$ cat config.mk
export PLATFORM = sky130hd
export DESIGN_NAME = mer_sweep_seq
export DESIGN_NICKNAME = d
export VERILOG_FILES = /design/src/rtl/mer_pkg.sv /design/src/rtl/mer_window_counter.sv /design/src/rtl/mer_rate_calc.sv /design/src/rtl/mer_mask_stepper.sv /design/src/rtl/mer_best_tracker.sv /design/src/rtl/mer_sweep_seq.sv
export SDC_FILE = /design/constraint.sdc
export NUM_CORES = 1
export LEC_CHECK = 0
export CORE_MARGIN = 3
export CORE_UTILIZATION = 45
export CTS_CLUSTER_SIZE = 24
export DETAILED_ROUTE_END_ITERATION = 7
export GPL_ROUTABILITY_DRIVEN = 1
export GPL_TIMING_DRIVEN = 0
export PLACE_DENSITY = 0.75
export SETUP_SLACK_MARGIN = 0.15
export SLEW_MARGIN = 20
export SYNTH_ARGS = -nofsm -noshare
export SYNTH_HDL_FRONTEND = slang
export SYNTH_SLANG_ARGS = --single-unit
export TNS_END_PERCENT = 30
$ cat constraint.sdc
create_clock -name clk -period 18.75 [get_ports clk]
set_clock_uncertainty 0.2 [all_clocks]
set_input_delay 2.8125 -clock clk [delete_from_list [all_inputs] [get_ports clk]]
set_output_delay 2.8125 -clock clk [all_outputs]
set_load 0.03 [all_outputs]
$ cat src/rtl/mer_pkg.sv
package mer_pkg;
  typedef enum logic [1:0] {
    ST_IDLE   = 2'd0,
    ST_MEAS   = 2'd1,
    ST_REPORT = 2'd2
  } seq_state_e;
endpackage

$ cat src/rtl/mer_window_counter.sv
// Observation window timer and error pulse accumulator.
module mer_window_counter #(
  parameter int MAX_WIN_LOG2 = 16,
  parameter int WL_W         = 5,
  parameter int CNT_W        = 17
) (
  input  logic             clk,
  input  logic             rst_n,
  input  logic             clear,
  input  logic             run,
  input  logic             err,
  input  logic [WL_W-1:0]  win_log2,
  output logic [CNT_W-1:0] err_cnt,
  output logic             win_end
);
  localparam int TMR_W = MAX_WIN_LOG2;

  logic [TMR_W-1:0] timer;
  logic [TMR_W-1:0] win_last;

  assign win_last = (TMR_W'(1) << win_log2) - TMR_W'(1);
  assign win_end  = run && (timer == win_last);

  always_ff @(posedge clk or negedge rst_n) begin
    if (!rst_n) begin
      timer   <= '0;
      err_cnt <= '0;
    end else if (clear) begin
      timer   <= '0;
      err_cnt <= '0;
    end else if (run) begin
      timer   <= timer + TMR_W'(1);
      err_cnt <= err_cnt + CNT_W'(err);
    end
  end
endmodule

$ cat src/rtl/mer_rate_calc.sv
// Fixed-point mask error rate: count * prescale over half the window.
module mer_rate_calc #(
  parameter int CNT_W     = 17,
  parameter int WL_W      = 5,
  parameter int PRESCALE  = 1,
  parameter int RATE_FRAC = 8,
  parameter int RATE_W    = 27
) (
  input  logic [CNT_W-1:0]  err_cnt,
  input  logic [WL_W-1:0]   win_log2,
  input  logic [RATE_W-1:0] thresh,
  output logic [RATE_W-1:0] rate,
  output logic              pass
);
  logic [RATE_W-1:0] scaled;
  logic [RATE_W-1:0] lifted;

  assign scaled = RATE_W'(err_cnt) * RATE_W'(PRESCALE);
  // one extra bit of lift divides by half the window instead of the whole
  assign lifted = scaled << (RATE_FRAC + 1);
  assign rate   = lifted >> win_log2;
  assign pass   = (rate <= thresh);
endmodule

$ cat src/rtl/mer_mask_stepper.sv
// Mask position walker: early side, then late side, then next level.
module mer_mask_stepper #(
  parameter int NUM_V = 7,
  parameter int NUM_P = 15,
  parameter int V_W   = 3,
  parameter int P_W   = 4
) (
  input  logic           clk,
  input  logic           rst_n,
  input  logic           home,
  input  logic           advance,
  output logic [V_W-1:0] idx_v,
  output logic [P_W-1:0] idx_e,
  output logic [P_W-1:0] idx_l,
  output logic           last,
  output logic           p_home,
  output logic           p_step_v,
  output logic           p_step_e,
  output logic           p_step_l,
  output logic           p_clr_e,
  output logic           p_clr_l
);
  localparam logic [V_W-1:0] V_TOP = V_W'(NUM_V - 1);
  localparam logic [P_W-1:0] P_TOP = P_W'(NUM_P - 1);

  logic late_side;

  assign last = late_side && (idx_l == P_TOP) && (idx_v == V_TOP);

  always_ff @(posedge clk or negedge rst_n) begin
    if (!rst_n) begin
      idx_v     <= '0;
      idx_e     <= '0;
      idx_l     <= '0;
      late_side <= 1'b0;
      p_home    <= 1'b0;
      p_step_v  <= 1'b0;
      p_step_e  <= 1'b0;
      p_step_l  <= 1'b0;
      p_clr_e   <= 1'b0;
      p_clr_l   <= 1'b0;
    end else begin
      p_home   <= 1'b0;
      p_step_v <= 1'b0;
      p_step_e <= 1'b0;
      p_step_l <= 1'b0;
      p_clr_e  <= 1'b0;
      p_clr_l  <= 1'b0;
      if (home) begin
        idx_v     <= '0;
        idx_e     <= '0;
        idx_l     <= '0;
        late_side <= 1'b0;
        p_home    <= 1'b1;
      end else if (advance) begin
        if (!late_side) begin
          if (idx_e == P_TOP) begin
            idx_e     <= '0;
            late_side <= 1'b1;
            p_clr_e   <= 1'b1;
          end else begin
            idx_e    <= idx_e + P_W'(1);
            p_step_e <= 1'b1;
          end
        end else begin
          if (idx_l == P_TOP) begin
            idx_l     <= '0;
            late_side <= 1'b0;
            idx_v     <= idx_v + V_W'(1);
            p_clr_l   <= 1'b1;
            p_step_v  <= 1'b1;
          end else begin
            idx_l    <= idx_l + P_W'(1);
            p_step_l <= 1'b1;
          end
        end
      end
    end
  end
endmodule

$ cat src/rtl/mer_best_tracker.sv
// Keeps the passing mask with the largest (v+1)*(e+l+2) score.
module mer_best_tracker #(
  parameter int V_W = 3,
  parameter int P_W = 4
) (
  input  logic           clk,
  input  logic           rst_n,
  input  logic           clear,
  input  logic           offer,
  input  logic [V_W-1:0] cand_v,
  input  logic [P_W-1:0] cand_e,
  input  logic [P_W-1:0] cand_l,
  output logic           best_valid,
  output logic [V_W-1:0] best_v,
  output logic [P_W-1:0] best_e,
  output logic [P_W-1:0] best_l
);
  localparam int S_W = V_W + P_W + 3;

  logic [S_W-1:0] cand_score;
  logic [S_W-1:0] best_score;
  logic           better;

  assign cand_score = (S_W'(cand_v) + S_W'(1)) *
                      (S_W'(cand_e) + S_W'(cand_l) + S_W'(2));
  assign better     = !best_valid || (cand_score > best_score);

  always_ff @(posedge clk or negedge rst_n) begin
    if (!rst_n) begin
      best_valid <= 1'b0;
      best_score <= '0;
      best_v     <= '0;
      best_e     <= '0;
      best_l     <= '0;
    end else if (clear) begin
      best_valid <= 1'b0;
      best_score <= '0;
      best_v     <= '0;
      best_e     <= '0;
      best_l     <= '0;
    end else if (offer && better) begin
      best_valid <= 1'b1;
      best_score <= cand_score;
      best_v     <= cand_v;
      best_e     <= cand_e;
      best_l     <= cand_l;
    end
  end
endmodule

$ cat src/rtl/mer_sweep_seq.sv
// Top: sweep sequencing, window control, result stream and best mask.
module mer_sweep_seq #(
  parameter int NUM_V        = 7,
  parameter int NUM_P        = 15,
  parameter int MAX_WIN_LOG2 = 16,
  parameter int PRESCALE     = 1,
  parameter int RATE_FRAC    = 8,
  localparam int V_W    = $clog2(NUM_V),
  localparam int P_W    = $clog2(NUM_P),
  localparam int WL_W   = $clog2(MAX_WIN_LOG2 + 1),
  localparam int CNT_W  = MAX_WIN_LOG2 + 1,
  localparam int PRE_W  = $clog2(PRESCALE + 1),
  localparam int RATE_W = CNT_W + PRE_W + RATE_FRAC + 1
) (
  input  logic              clk,
  input  logic              rst_n,
  input  logic              start,
  input  logic [RATE_W-1:0] cfg_thresh,
  input  logic [WL_W-1:0]   cfg_win_log2,
  input  logic              err_pulse,
  output logic [V_W-1:0]    mask_v,
  output logic [P_W-1:0]    mask_e,
  output logic [P_W-1:0]    mask_l,
  output logic              ctl_home,
  output logic              ctl_step_v,
  output logic              ctl_step_e,
  output logic              ctl_step_l,
  output logic              ctl_clr_e,
  output logic              ctl_clr_l,
  output logic              res_valid,
  input  logic              res_ready,
  output logic [V_W-1:0]    res_v,
  output logic [P_W-1:0]    res_e,
  output logic [P_W-1:0]    res_l,
  output logic [CNT_W-1:0]  res_count,
  output logic [RATE_W-1:0] res_rate,
  output logic              res_pass,
  output logic              busy,
  output logic              done,
  output logic              best_valid,
  output logic [V_W-1:0]    best_v,
  output logic [P_W-1:0]    best_e,
  output logic [P_W-1:0]    best_l
);
  import mer_pkg::*;

  seq_state_e        state;
  logic [RATE_W-1:0] thr_q;
  logic [WL_W-1:0]   wl_q;
  logic              start_ok;
  logic              accept;
  logic              advance;
  logic              last;
  logic              win_end;
  logic              measuring;
  logic [CNT_W-1:0]  err_cnt;

  assign start_ok  = start && (state == ST_IDLE);
  assign measuring = (state == ST_MEAS);
  assign res_valid = (state == ST_REPORT);
  assign accept    = res_valid && res_ready;
  assign advance   = accept && !last;
  assign busy      = (state != ST_IDLE);

  always_ff @(posedge clk or negedge rst_n) begin
    if (!rst_n) begin
      state <= ST_IDLE;
      thr_q <= '0;
      wl_q  <= WL_W'(1);
      done  <= 1'b0;
    end else begin
      case (state)
        ST_IDLE: begin
          if (start) begin
            thr_q <= cfg_thresh;
            if (cfg_win_log2 == '0)
              wl_q <= WL_W'(1);
            else if (cfg_win_log2 > WL_W'(MAX_WIN_LOG2))
              wl_q <= WL_W'(MAX_WIN_LOG2);
            else
              wl_q <= cfg_win_log2;
            done  <= 1'b0;
            state <= ST_MEAS;
          end
        end
        ST_MEAS: begin
          if (win_end) state <= ST_REPORT;
        end
        ST_REPORT: begin
          if (res_ready) begin
            if (last) begin
              state <= ST_IDLE;
              done  <= 1'b1;
            end else begin
              state <= ST_MEAS;
            end
          end
        end
        default: state <= ST_IDLE;
      endcase
    end
  end

  mer_mask_stepper #(
    .NUM_V(NUM_V), .NUM_P(NUM_P), .V_W(V_W), .P_W(P_W)
  ) u_stepper (
    .clk      (clk),
    .rst_n    (rst_n),
    .home     (start_ok),
    .advance  (advance),
    .idx_v    (mask_v),
    .idx_e    (mask_e),
    .idx_l    (mask_l),
    .last     (last),
    .p_home   (ctl_home),
    .p_step_v (ctl_step_v),
    .p_step_e (ctl_step_e),
    .p_step_l (ctl_step_l),
    .p_clr_e  (ctl_clr_e),
    .p_clr_l  (ctl_clr_l)
  );

  mer_window_counter #(
    .MAX_WIN_LOG2(MAX_WIN_LOG2), .WL_W(WL_W), .CNT_W(CNT_W)
  ) u_window (
    .clk      (clk),
    .rst_n    (rst_n),
    .clear    (start_ok || advance),
    .run      (measuring),
    .err      (err_pulse),
    .win_log2 (wl_q),
    .err_cnt  (err_cnt),
    .win_end  (win_end)
  );

  mer_rate_calc #(
    .CNT_W(CNT_W), .WL_W(WL_W), .PRESCALE(PRESCALE),
    .RATE_FRAC(RATE_FRAC), .RATE_W(RATE_W)
  ) u_rate (
    .err_cnt  (err_cnt),
    .win_log2 (wl_q),
    .thresh   (thr_q),
    .rate     (res_rate),
    .pass     (res_pass)
  );

  mer_best_tracker #(
    .V_W(V_W), .P_W(P_W)
  ) u_best (
    .clk        (clk),
    .rst_n      (rst_n),
    .clear      (start_ok),
    .offer      (accept && res_pass),
    .cand_v     (mask_v),
    .cand_e     (mask_e),
    .cand_l     (mask_l),
    .best_valid (best_valid),
    .best_v     (best_v),
    .best_e     (best_e),
    .best_l     (best_l)
  );

  assign res_v     = mask_v;
  assign res_e     = mask_e;
  assign res_l     = mask_l;
  assign res_count = err_cnt;
endmodule

==> Word level (Yosys, flattened, before mapping) <==
Index checks and enable logic that the tools add are counted.
{ "totals": {"ff_bits": 107, "inputBits": 37, "output_inout_bits": 88, "wordCells": 130} }
{ "classes": {"n_addsub": 9, "mul": 1, "magnitude_cmp": 3, "n_eq_ne": 11, "shift": 2, "mux": 57, "n_reduce_logical": 27} }
{ "op_table": {"columns": ["cell", "count"], "rows": [
  ["4-bit 2-to-1 mux", 12],
  ["17-bit 2-to-1 mux", 2],
  ["16-bit 2-to-1 mux", 2],
  ["27-bit less-or-equal comparator", 1],
  ["26-bit by 5-bit right shift with 27-bit output", 1],
  ["1-bit 2-to-1 mux", 26],
  ["10-bit 2-to-1 mux", 2],
  ["3-bit 2-to-1 mux", 6],
  ["17-bit by 1-bit adder with 17-bit output", 1],
  ["16-bit by 1-bit adder with 16-bit output, second input constant", 1],
  ["16-bit == test", 1],
  ["1-bit by 5-bit left shift with 16-bit output, first input constant", 1],
  ["16-bit by 2-bit subtractor with 16-bit output, second input constant", 1],
  ["2-bit nonzero test", 7],
  ["10-bit by 2-bit adder with 10-bit output, second input constant", 1],
  ["10-bit greater-than comparator", 1],
  ["10-bit by 10-bit multiplier with 10-bit output", 1],
  ["5-bit 2-to-1 mux", 2],
  ["4-bit by 1-bit adder with 4-bit output, second input constant", 2],
  ["4-bit == test, second input constant", 2],
  ["1-bit logical AND", 8],
  ["2-bit 2-to-1 mux", 3],
  ["2-bit != test, second input constant", 3],
  ["2-bit one-hot mux with 3 select lines", 1],
  ["16 further kinds", 22]
]} }

==> Longest topological paths before layout <==
{ "depth": {"word_depth": 8, "depth_mapped": 23, "mapped_depth_nobuf": 22} }

==> Cells and area by module <==
A second synthesis with hierarchy kept.
{ "hier_totals": {"cells_unflattened": 938, "hier_area_um2": 8237.9} }
{ "by_module_without_submodules": {"columns": ["mod", "instances", "cells_per_inst", "area_per_inst_um2", "seq_area_each_um2"], "rows": [
  ["mer_window_counter", 1, 253, 2189.6, 825.8],
  ["mer_best_tracker", 1, 208, 2005.7, 550.5],
  ["mer_rate_calc", 1, 228, 1695.4, 0.0],
  ["mer_sweep_seq", 1, 165, 1493.9, 877.1],
  ["mer_mask_stepper", 1, 84, 853.3, 425.4]
]} }

==> Least setup slack after synthesis <==
No wires, ideal clock.
{ "synth_timing": {"path_type": "register to output", "from": "register wl_q[0]", "to": "output port res_pass", "t_arrival_ps": 4164, "required_time_ps": 15737, "setup_slack_ps": 11574, "path_stages_with_launch": 14, "n_path_buf": 3, "cell_sequence": "dfstp_2 buf_2 buf_2 clkbuf_1 mux2i_1 mux2i_1 and2_1 a211oi_1 ha_1 nand4_1 or4_1 o2111ai_1 a21oi_1 nor2_1"} }
{ "synth_via": {"elab_chain_cells": 2} }
{ "synth_rtl": {"columns": ["item", "line", "source"], "rows": [
  ["start: declaration", "mer_sweep_seq.sv:49", "logic [WL_W-1:0] wl_q;"],
  ["start signal: assignment", "mer_sweep_seq.sv:79", "wl_q <= WL_W'(MAX_WIN_LOG2);"],
  ["start signal: assignment", "mer_sweep_seq.sv:81", "wl_q <= cfg_win_log2;"],
  ["26-bit by 5-bit right shift with 27-bit output", "mer_rate_calc.sv:21", "assign rate = lifted >> win_log2;"],
  ["via res_rate[10]", "mer_sweep_seq.sv:36", "output logic [RATE_W-1:0] res_rate,"],
  ["27-bit less-or-equal comparator", "mer_rate_calc.sv:22", "assign pass = (rate <= thresh);"],
  ["end: declaration", "mer_sweep_seq.sv:37", "output logic res_pass,"]
]} }
The timed path passes the listed nets, and every way through them passes these cells.

==> Worst setup path in the final report <==
{ "layout_timing": {"from": "register wl_q[0]", "to": "output port res_pass"} }
{ "layout_via": {"elab_chain_cells": 2} }
{ "layout_rtl": {"columns": ["item", "line"], "rows": [
  ["26-bit by 5-bit right shift with 27-bit output", "mer_rate_calc.sv:21"],
  ["27-bit less-or-equal comparator", "mer_rate_calc.sv:22"]
]} }
Every way passes these cells.

==> results.py <==
metrics = {
    "worst_setup_path": {
        "cp_num_buf_inv": 4,
        "startpoint": "wl_q[0]",
        "cp_slowest_cell": "clkdlybuf4s50_1",
        "critical_path.top_delay_family": "buffers and inverters",
        "path_depth": 14,
        "worstSetupPathType": "reg2out",
        "worstPathCellList": "buf_2, buf_2, clkbuf_1, mux2i_1, mux2i_1, and2_1, a211oi_1, ha_1, nand4_1, or4_1, o2111ai_1, a21oi_1, nor2_1, clkdlybuf4s50_1",
        "r2r-end": "u_best.best_score[7]",
        "worst_setup_path_start_kind": "flip-flop",
        "crit_path_end": "res_pass",
        "critPathArrivalTime_ps": 5040,
        "r2r-start": "u_stepper.idx_l[0]",
        "cp-end-kind": "output port",
        "worstPathMaxFanout": 10,
        "slowest_delay_ps": 690,
        "r2r_cells": 21,
        "cp.required_ps": 15740,
        "regToRegSetupSlack_ps": 12190,
    },
    "global_route": {
        "grt_pass1_wl_microns": 37800,
        "grt_usage_pct": 23.9,
        "grt-ovfl-total": 0,
        "grt_start_max_net_pins": 67,
        "grt_pass1_vias": 7209,
        "antenna_found_initial": 0,
    },
    "run": {
        "cap_violations": 0,
    },
    "synthesis": {
        "yosysTopAreaCell": "dfrtp_1",
        "syn_inst": 929,
        "syn_nets": 1040,
        "yosysTopAreaCellShare_pct": 33.1,
        "synth_most_common_cell": "nor2_1",
        "async_flop_share_pct": 100,
        "ys.flop_type": "dfrtp_1",
        "synth_common_cells": "nor2_1 (107), dfrtp_1 (106), nand2_1 (100)",
        "synth.avg_cell_area_sq_um": 8.62,
        "yosys-top-cells-area": "dfrtp_1 (33%), ha_1 (10%), nor2_1 (5.0%), nand2_1 (4.7%), o21ai_0 (4.0%)",
        "syn_area_sq_mm": 0.00801,
        "ys_seq_area_share_pct": 33.4,
        "synth_enable_flop_cells": 0,
        "synth-seq-cells": 107,
        "ys_warn_count": 0,
        "synth.distinct_cells": 66,
    },
    "clock_tree": {
        "htreeDepth": 3,
        "hold_buffers": 0,
        "clock_sinks": 107,
        "cts_resized": 0,
        "cts_root_buf": "clkbuf_16",
        "clk_latency_ps": 360,
        "cts.path.max_buffers": 2,
        "path_clk_slew_ps": 70,
        "postCtsSetupBuffers": 0,
        "tritoncts": "done",
        "cts_made_buffers": 9,
    },
    "timing": {
        "fmax_ghz": 0.124,
        "fin_tns_setup_ps": 0,
        "worst-slew-pin-transition_ps": 649,
        "min_period_over_period_pct": 42.9,
        "timing.final.crit_period_ps": 8050,
        "relSlewSlack_pct": 56.8,
        "finalMaxSlewViolations": 0,
        "rsz0062_at_grt": "false",
        "setup-violations-final": 0,
        "hold_viol_final": 0,
    },
    "drt": {
        "vias": 7237,
        "ant_nets": 0,
        "avgRoutedWirePerCell_microns": 17.6,
        "drc": 0,
        "viasPerCell": 5.59,
        "drtPass1Iterations": 6,
        "totalWireLength_microns": 22700,
        "drt_iter0_drc": 492,
    },
    "floorplan": {
        "coreArea_sq_mm": 0.0174,
        "ios": 125,
        "floorplan.initialDensity_pct": 46.2,
        "die_h_microns": 139,
        "die_w_microns": 139,
        "die-area_sq_mm": 0.0194,
        "num_rows": 48,
    },
    "hold_path": {
        "hold_class": "reg2reg",
    },
    "cells_and_area": {
        "antenna-diode-count": 0,
        "area_growth_pct": 23.4,
        "layout-drive-gt1-share_pct": 5.89,
        "nNetsFinal": 1175,
        "final_util_pct": 56.9,
    },
    "place": {
        "port_buffers": 123,
        "place_congestion": 0.958,
        "dp_hpwl_microns": 17400,
    },
    "power_and_ir_drop": {
        "powerDensity_mw_per_mm2": 118,
        "p_switching_mw": 0.512,
        "leakage_nw": 4.40,
        "p_sw_share_pct": 43.8,
        "clkPwrFrac_pct": 18.4,
        "power_frac_comb_pct": 53.8,
        "seqPwrFrac_pct": 27.8,
        "irDropWorstVdd_uv": 58.9,
        "intPower_mw": 0.656,
    },
    "run_status": {
        "status": "completed",
    },
}
==> cells in the final DEF, fill, tap and decap left out, types with 5 or more instances in the layout <==
cell             count
clkdlybuf4s50_1    122
nor2_1             107
dfrtp_1            106
nand2_1            100
inv_1               70
ha_1                65
o21ai_0             64
clkbuf_1            38
a21oi_1             36
mux2i_1             31
nand3_1             27
xor2_1              24
xnor2_1             16
and3_1              16
nor3_1              14
buf_4               14
a211oi_1            13
nand4_1             12
o22ai_1             11
mux4_2              10
nor2b_1             10
and2_1              10
nand2b_1             9
buf_2                9
or3_1                9
fa_1                 9
clkbuf_16            9
nand3b_1             8
a21o_1               7
o21a_1               7
mux2_1               7
a2bb2oi_1            5
mux2_2               5
==> stage by stage <==
stage,cells,hold slack [ps],setup slack [ps],power [mW],instance area [sq um]
after floorplan,929,250,11570,0.754,8010
after global placement,1277,270,10510,0.938,9520
after detailed placement,1278,276,11100,0.947,9550
after CTS,1294,294,10680,1.17,9880
after global routing,1294,326,10350,1.25,9880
final,1294,294,10700,1.17,9880
==> worst reg2reg max path, cell delays in order, from the launching register on <==
cell and delay [ps]:
dfrtp_1 500, ha_1 270, fa_1 560, ha_1 280
xnor2_1 380, nor2_1 100, fa_1 490, inv_1 50
fa_1 520, inv_1 40, ha_1 330, a211oi_1 240
nor2_1 100, o41ai_1 320, xnor2_1 150, ha_1 300
and4_1 230, and3_1 190, a221oi_1 120, a2111oi_4 490
buf_6 230, mux2_1 340
==> state kept, by name, indices dropped and copies added (netlist names), 2 cells and up <==
name / flops
thr_q: 27
u_window.err_cnt: 17
u_window.timer: 16
u_best.best_score: 10
wl_q: 5
u_best.best_e: 4
u_best.best_l: 4
u_stepper.idx_e: 4
u_stepper.idx_l: 4
u_best.best_v: 3
u_stepper.idx_v: 3
state: 2
==> how the worst min path moves through the flow <==
stage	slack, ps	to	cells after the start	start
2_1_floorplan	250	thr_q[0]	2	thr_q[0]
3_3_place_gp	270	thr_q[0]	2	thr_q[0]
3_5_place_dp	280	thr_q[0]	2	thr_q[0]
4_1_cts	290	thr_q[0]	2	thr_q[0]
5_1_grt	330	done	1	done
6_report	290	done	1	done
==> metal layers <==
layer,track usage (%),part of all wire [%],vias up
met5,0,0,-
met4,6.33,2.3,0
met3,4.16,6.0,36
met2,38.8,46,230
met1,33.3,46,3499
li1,-,-,3472
==> power groups by stage <==
stage | sequential [mW] | combinational [mW] | clock [mW]
after global routing | 0.331 | 0.695 | 0.227
after detailed placement | 0.327 | 0.619 | 0
after global placement | 0.327 | 0.612 | 0
final | 0.325 | 0.629 | 0.215
after CTS | 0.324 | 0.624 | 0.218
after floorplan | 0.330 | 0.424 | 0
==> kinds of logic after synthesis <==
group	share of synthesized area, %
and+or+nand+nor	19.6
AOI/OAI and AO/OA	14.1
buffers and inverters	7.36
DFF	33.4
adders and majority gates	12.4
muxes	8.37
xor gates and xnor gates	4.65
other	0.0468
==> area by class of cell <==
| class | instances | area (sq um) |
|---|---|---|
| buffer | 65 | 315 |
| tap | 225 | 282 |
| sequential | 107 | 2680 |
| multi-input combinational | 684 | 4740 |
| clock inverter | 6 | 93.8 |
| clock buffer | 10 | 239 |
| timing repair buffer | 124 | 1260 |
| inverter | 73 | 274 |
| fill | 1555 | 7470 |
No activity file was read; power rests on OpenSTA's default activity.
